`src/rtl/srq_pkg.sv`:
```
package srq_pkg;
    localparam int SB_W     = 8;
    localparam int POS_STD  = 5;
    localparam int POS_MAV  = 4;
    localparam int POS_AUX1 = 1;
    localparam int POS_AUX0 = 0;
    localparam int POS_MSS  = 6;
    localparam logic [SB_W-1:0] COND_BITS =
        SB_W'((1 << POS_STD) | (1 << POS_MAV) | (1 << POS_AUX1) | (1 << POS_AUX0));

    typedef struct packed {
        logic [SB_W-1:0] en;
    } mask_state_t;

    typedef struct packed {
        logic rqs;
        logic mss_prev;
    } pend_state_t;

    typedef struct packed {
        logic [SB_W-1:0] poll_byte;
        logic [SB_W-1:0] query_byte;
    } cap_state_t;
endpackage

```
`src/rtl/srq_mask_reg.sv`:
```
module srq_mask_reg
    import srq_pkg::*;
(
    input  logic            clk,
    input  logic            rst_n,
    input  logic            we,
    input  logic [SB_W-1:0] wdata,
    output logic [SB_W-1:0] mask
);
    mask_state_t s_d, s_q;

    always_comb begin
        s_d = s_q;
        if (we) begin
            s_d.en = wdata & COND_BITS;
        end
    end

    always_ff @(posedge clk or negedge rst_n) begin
        if (!rst_n) s_q <= '0;
        else        s_q <= s_d;
    end

    assign mask = s_q.en;
endmodule

```
`src/rtl/srq_summary.sv`:
```
module srq_summary
    import srq_pkg::*;
(
    input  logic            std_sum,
    input  logic            queue_avail,
    input  logic            aux1_sum,
    input  logic            aux0_sum,
    input  logic [SB_W-1:0] mask,
    output logic [SB_W-1:0] cond,
    output logic            mss
);
    always_comb begin
        cond           = '0;
        cond[POS_STD]  = std_sum;
        cond[POS_MAV]  = queue_avail;
        cond[POS_AUX1] = aux1_sum;
        cond[POS_AUX0] = aux0_sum;
        mss            = |(cond & mask & COND_BITS);
    end
endmodule

```
`src/rtl/srq_pending.sv`:
```
module srq_pending
    import srq_pkg::*;
(
    input  logic clk,
    input  logic rst_n,
    input  logic mss,
    input  logic poll,
    output logic rise,
    output logic rqs
);
    pend_state_t s_d, s_q;

    always_comb begin
        s_d          = s_q;
        rise         = mss & ~s_q.mss_prev;
        s_d.mss_prev = mss;
        s_d.rqs      = (s_q.rqs & ~poll) | rise;
    end

    always_ff @(posedge clk or negedge rst_n) begin
        if (!rst_n) s_q <= '0;
        else        s_q <= s_d;
    end

    assign rqs = s_q.rqs;
endmodule

```
`src/rtl/status_srq_unit.sv`:
```
module status_srq_unit
    import srq_pkg::*;
(
    input  logic            clk,
    input  logic            rst_n,
    input  logic            std_sum,
    input  logic            queue_avail,
    input  logic            aux1_sum,
    input  logic            aux0_sum,
    input  logic            en_we,
    input  logic [SB_W-1:0] en_wdata,
    input  logic            poll_stb,
    input  logic            query_stb,
    output logic [SB_W-1:0] poll_byte,
    output logic [SB_W-1:0] query_byte,
    output logic            srq
);
    logic [SB_W-1:0] mask_w;
    logic [SB_W-1:0] cond_w;
    logic            mss_w;
    logic            rise_w;
    logic            rqs_w;
    cap_state_t      s_d, s_q;

    srq_mask_reg i_mask (
        .clk   (clk),
        .rst_n (rst_n),
        .we    (en_we),
        .wdata (en_wdata),
        .mask  (mask_w)
    );

    srq_summary i_sum (
        .std_sum     (std_sum),
        .queue_avail (queue_avail),
        .aux1_sum    (aux1_sum),
        .aux0_sum    (aux0_sum),
        .mask        (mask_w),
        .cond        (cond_w),
        .mss         (mss_w)
    );

    srq_pending i_pend (
        .clk   (clk),
        .rst_n (rst_n),
        .mss   (mss_w),
        .poll  (poll_stb),
        .rise  (rise_w),
        .rqs   (rqs_w)
    );

    always_comb begin
        s_d = s_q;
        if (poll_stb) begin
            s_d.poll_byte          = cond_w;
            s_d.poll_byte[POS_MSS] = rqs_w;
        end
        if (query_stb) begin
            s_d.query_byte          = cond_w;
            s_d.query_byte[POS_MSS] = mss_w;
        end
    end

    always_ff @(posedge clk or negedge rst_n) begin
        if (!rst_n) s_q <= '0;
        else        s_q <= s_d;
    end

    assign poll_byte  = s_q.poll_byte;
    assign query_byte = s_q.query_byte;
    assign srq        = rqs_w;
endmodule

```
`config.mk`:
```
export PLATFORM = sky130hd
export DESIGN_NAME = status_srq_unit
export DESIGN_NICKNAME = d
export VERILOG_FILES = /design/src/rtl/srq_pkg.sv /design/src/rtl/srq_mask_reg.sv /design/src/rtl/srq_summary.sv /design/src/rtl/srq_pending.sv /design/src/rtl/status_srq_unit.sv
export SDC_FILE = /design/constraint.sdc
export NUM_CORES = 1
export LEC_CHECK = 0
export ABC_AREA = 1
export CORE_UTILIZATION = 44
export DETAILED_ROUTE_END_ITERATION = 10
export GPL_ROUTABILITY_DRIVEN = 0
export GPL_TIMING_DRIVEN = 0
export MAX_ROUTING_LAYER = met4
export PLACE_DENSITY = 0.88
export SKIP_CTS_REPAIR_TIMING = 1
export SYNTH_ARGS = -nofsm -noshare
export SYNTH_HDL_FRONTEND = slang
export SYNTH_HIERARCHICAL = 1
export SYNTH_SLANG_ARGS = --single-unit
```
`constraint.sdc`:
```
create_clock -name clk -period 1 [get_ports clk]
set_clock_uncertainty 0.05 [all_clocks]
set_input_delay 0.25 -clock clk [delete_from_list [all_inputs] [get_ports clk]]
set_output_delay 0.25 -clock clk [all_outputs]
set_load 0.005 [all_outputs]
```
After elaboration in Yosys (flattened, before gate mapping)
Index checks and enable logic that the tools add are counted.

Reduce and logical (&&, ||, !) cells: 1. Bitwise operators: 6.

Operators by type and width (count): 6-bit AND (1); 4-bit OR reduction (1); 1-bit AND (2); 1-bit inverter (2); 1-bit bitwise OR (1).

Output and inout port bits: 17. Input bits: 17. Flip-flop bits (word level): 16.

Depth between registers and ports, before layout
Depth in word-level cells: 4. Mapped depth: 6.

By module
The synthesis kept the hierarchy.

By module, submodules not included: status_srq_unit (cells an instance 68, times used 1, area an instance 610.6 sq um, sequential area each 400.4 sq um); srq_mask_reg (cells an instance 22, times used 1, area an instance 182.7 sq um, sequential area each 100.1 sq um); srq_summary (cells an instance 18, times used 1, area an instance 97.6 sq um, sequential area each 0.0 sq um); srq_pending (cells an instance 8, times used 1, area an instance 75.1 sq um, sequential area each 50.0 sq um).

Least setup slack after synthesis
Ideal clock, no wire load.

Kind: register to register. Start point: reg i_mask.s_q, in the netlist i_mask/mask[0]. End point: reg i_pend.s_q, in the netlist i_pend/rqs. Slack: 165 ps. Stages on the path, launching flop included: 7. Arrival: 668 ps. Required time: 833 ps. Path buffers: 0. Cell sequence: dfrtp_1 > nand2_1 > nand2_1 > inv_1 > nand2_1 > nand2_2 > nand2_1.

RTL lines: from (decl) (RTL line srq_mask_reg.sv:10) `mask_state_t s_d, s_q;`; from (signal assigned) (RTL line srq_mask_reg.sv:20) `if (!rst_n) s_q <= '0;`; from (signal assigned) (RTL line srq_mask_reg.sv:21) `else s_q <= s_d;`; to (signal assigned) (RTL line srq_pending.sv:21) `if (!rst_n) s_q <= '0;`; to (signal assigned) (RTL line srq_pending.sv:22) `else s_q <= s_d;`; to (decl) (RTL line srq_pending.sv:11) `pend_state_t s_d, s_q;`.

==> reports/results.ini <==
[status]
status=finished, violations left
violations=setup timing

[power_and_ir_drop]
power_leakage_uw=0.000725
vdd_ir_drop_max_v=0.000942
power_density_nw_per_um2=1500

[die]
fp.dieArea_sq_um=2280
core_sq_um=1960
die_h_microns=47.8
fp.dieW_microns=47.8
rows=16
io_pins=34
initial_core_util_pct=46.9

[timing]
setup_slack_ns=-0.133
maxSlewHeadroom_pct=39.5
rsz0062_at_grt=true
max_freq_ghz=0.883
finalHoldViolCount=0
worstMarginPinSlew_ns=0.906
slew_violations=0
hold_slack_ns=0.00350
fin_crit_sh_pct=113
period_minus_slack_ns=1.13
tns_ns=-1.87
setup_viol=17

[synth]
ys.warnings.count=6
syn_area_sq_um=921
synth.avg_cell_area_sq_um=8.45
syn_inst=109

[drt]
drtIter0Drc=9
vias_per_cell=4.26
drc=0
drt_pass1_iterations=3
wl_per_cell_microns=10.4
num_vias=742
drtAntennaViolNets=0
wl_microns=1810

[clock_tree]
cts_made_buffers=3
clock_latency_ns=0.30
clock-sinks=22
clkTransAtPathRegs_ns=0.12
cts_tree=yes
htreeDepth=1
clockBufferDepth=2
clock-root-buffer=clkbuf_4

[critical_path]
crit_family=flip-flops
cp-end-kind=output port
path_max_fanout=2
cpPeakStageDelay_ns=0.41
path_class=reg2out
critPathSlowestCell=dfrtp_1
worstPathArrival_ns=0.83
start_kind=flop
critPathBufInv=1
path_cells=clkbuf_2
critPathRequiredTime_ns=0.70

[grt]
grt_pass1_vias=672
grt_overflow=0
grt_pass1_wl_microns=2630
grt_max_degree=23
grt_usage_pct=17.5
grt_antenna_before_repair=0

[cells_and_area]
diodes=0
final_nets=165
drive_gt1_share_pct=25.9
synthToLayoutAreaGrowth_pct=33.2
nFillCells=187

[job]
cap_violations=0

[worst_hold_path]
hold_class=in2async

[placed_design]
numPortBuffers=28

-- layer usage --
layer | GRT usage (%) | part of all wire, % | vias to the layer above
met4 | 8.33 | 1.1 | 0
met2 | 30.5 | 51 | 22
li1 | - | - | 388
met1 | 19.7 | 45 | 330
met3 | 2.26 | 3.4 | 2
met5 | - | 0 | -
-- metrics by stage --
| step | util [%] | setup slack (ns) | total power (uW) | cell area [sq um] | std cells |
|---|---|---|---|---|---|
| floorplan | - | 0.176 | 1190 | 928 | 111 |
| global placement | 63.3 | -0.464 | 1410 | 1240 | 166 |
| detailed placement | 63.3 | -0.459 | 1430 | 1240 | 166 |
| CTS | 65.2 | -0.498 | 1890 | 1280 | 170 |
| global route | 62.5 | -0.181 | 1950 | 1230 | 174 |
| finish | 62.5 | -0.133 | 1840 | 1230 | 174 |
-- final cells by class --
cell class / count / area (sq um) / area share [%]
clock buffer: 4 / 36.3 / 2.96
multi-input combinational: 73 / 277 / 22.6
buffer: 9 / 75.1 / 6.12
inverter: 7 / 26.3 / 2.14
sequential: 22 / 551 / 44.9
tap: 27 / 33.8 / 2.76
timing repair buffer: 32 / 228 / 18.6
-- worst reg2reg max path, stage by stage (launching register included) --
cell	delay, ns
dfrtp_1	0.41
nand2_1	0.06
nand2_1	0.05
inv_1	0.04
nand2_1	0.09
nand2_2	0.08
nand2_1	0.04
-- worst paths after layout --
check | start | endpoint | slack [ns] | cells after the start
setup reg to reg | i_mask/mask[0]$_DFFE_PN0P_ | i_pend/rqs$_DFF_PN0_ | 0.08 | 6
max in group asynchronous | rst_n | i_mask/mask[5]$_DFFE_PN0P_ | 0.34 | 1
setup / recovery | poll_byte[7]$_DFFE_PN0P_ | poll_byte[7] | -0.13 | 1
min in group clk | query_stb | query_byte[5]$_DFFE_PN0P_ | 0.14 | 3
hold / removal | rst_n | poll_byte[2]$_DFFE_PN0P_ | 0.004 | 1
hold reg to reg | poll_byte[3]$_DFFE_PN0P_ | poll_byte[3]$_DFFE_PN0P_ | 0.44 | 2
-- layout by cell type (no fill, tap or decap) --
| master | count |
|---|---|
| buf_4 | 11 |
| buf_6 | 2 |
| clkbuf_2 | 17 |
| clkbuf_4 | 3 |
| clkbuf_8 | 1 |
| clkdlybuf4s50_1 | 10 |
| conb_1 | 3 |
| dfrtp_1 | 22 |
| dlymetal6s2s_1 | 1 |
| inv_1 | 4 |
| inv_2 | 3 |
| nand2_1 | 69 |
| nand2_2 | 1 |
-- power breakdown --
part           internal [uW]  switching [uW]  total (uW)
logic                    174             162         336
registers                979            45.9        1020
clock network            222             255         477
-- flip-flops by register name (all words and copies together) (netlist names) --
signal / flops
i_mask/mask: 4
i_pend/rqs: 1
i_pend/s_q: 1
poll_byte: 8
query_byte: 8
Power figures use the tool's default switching activity.
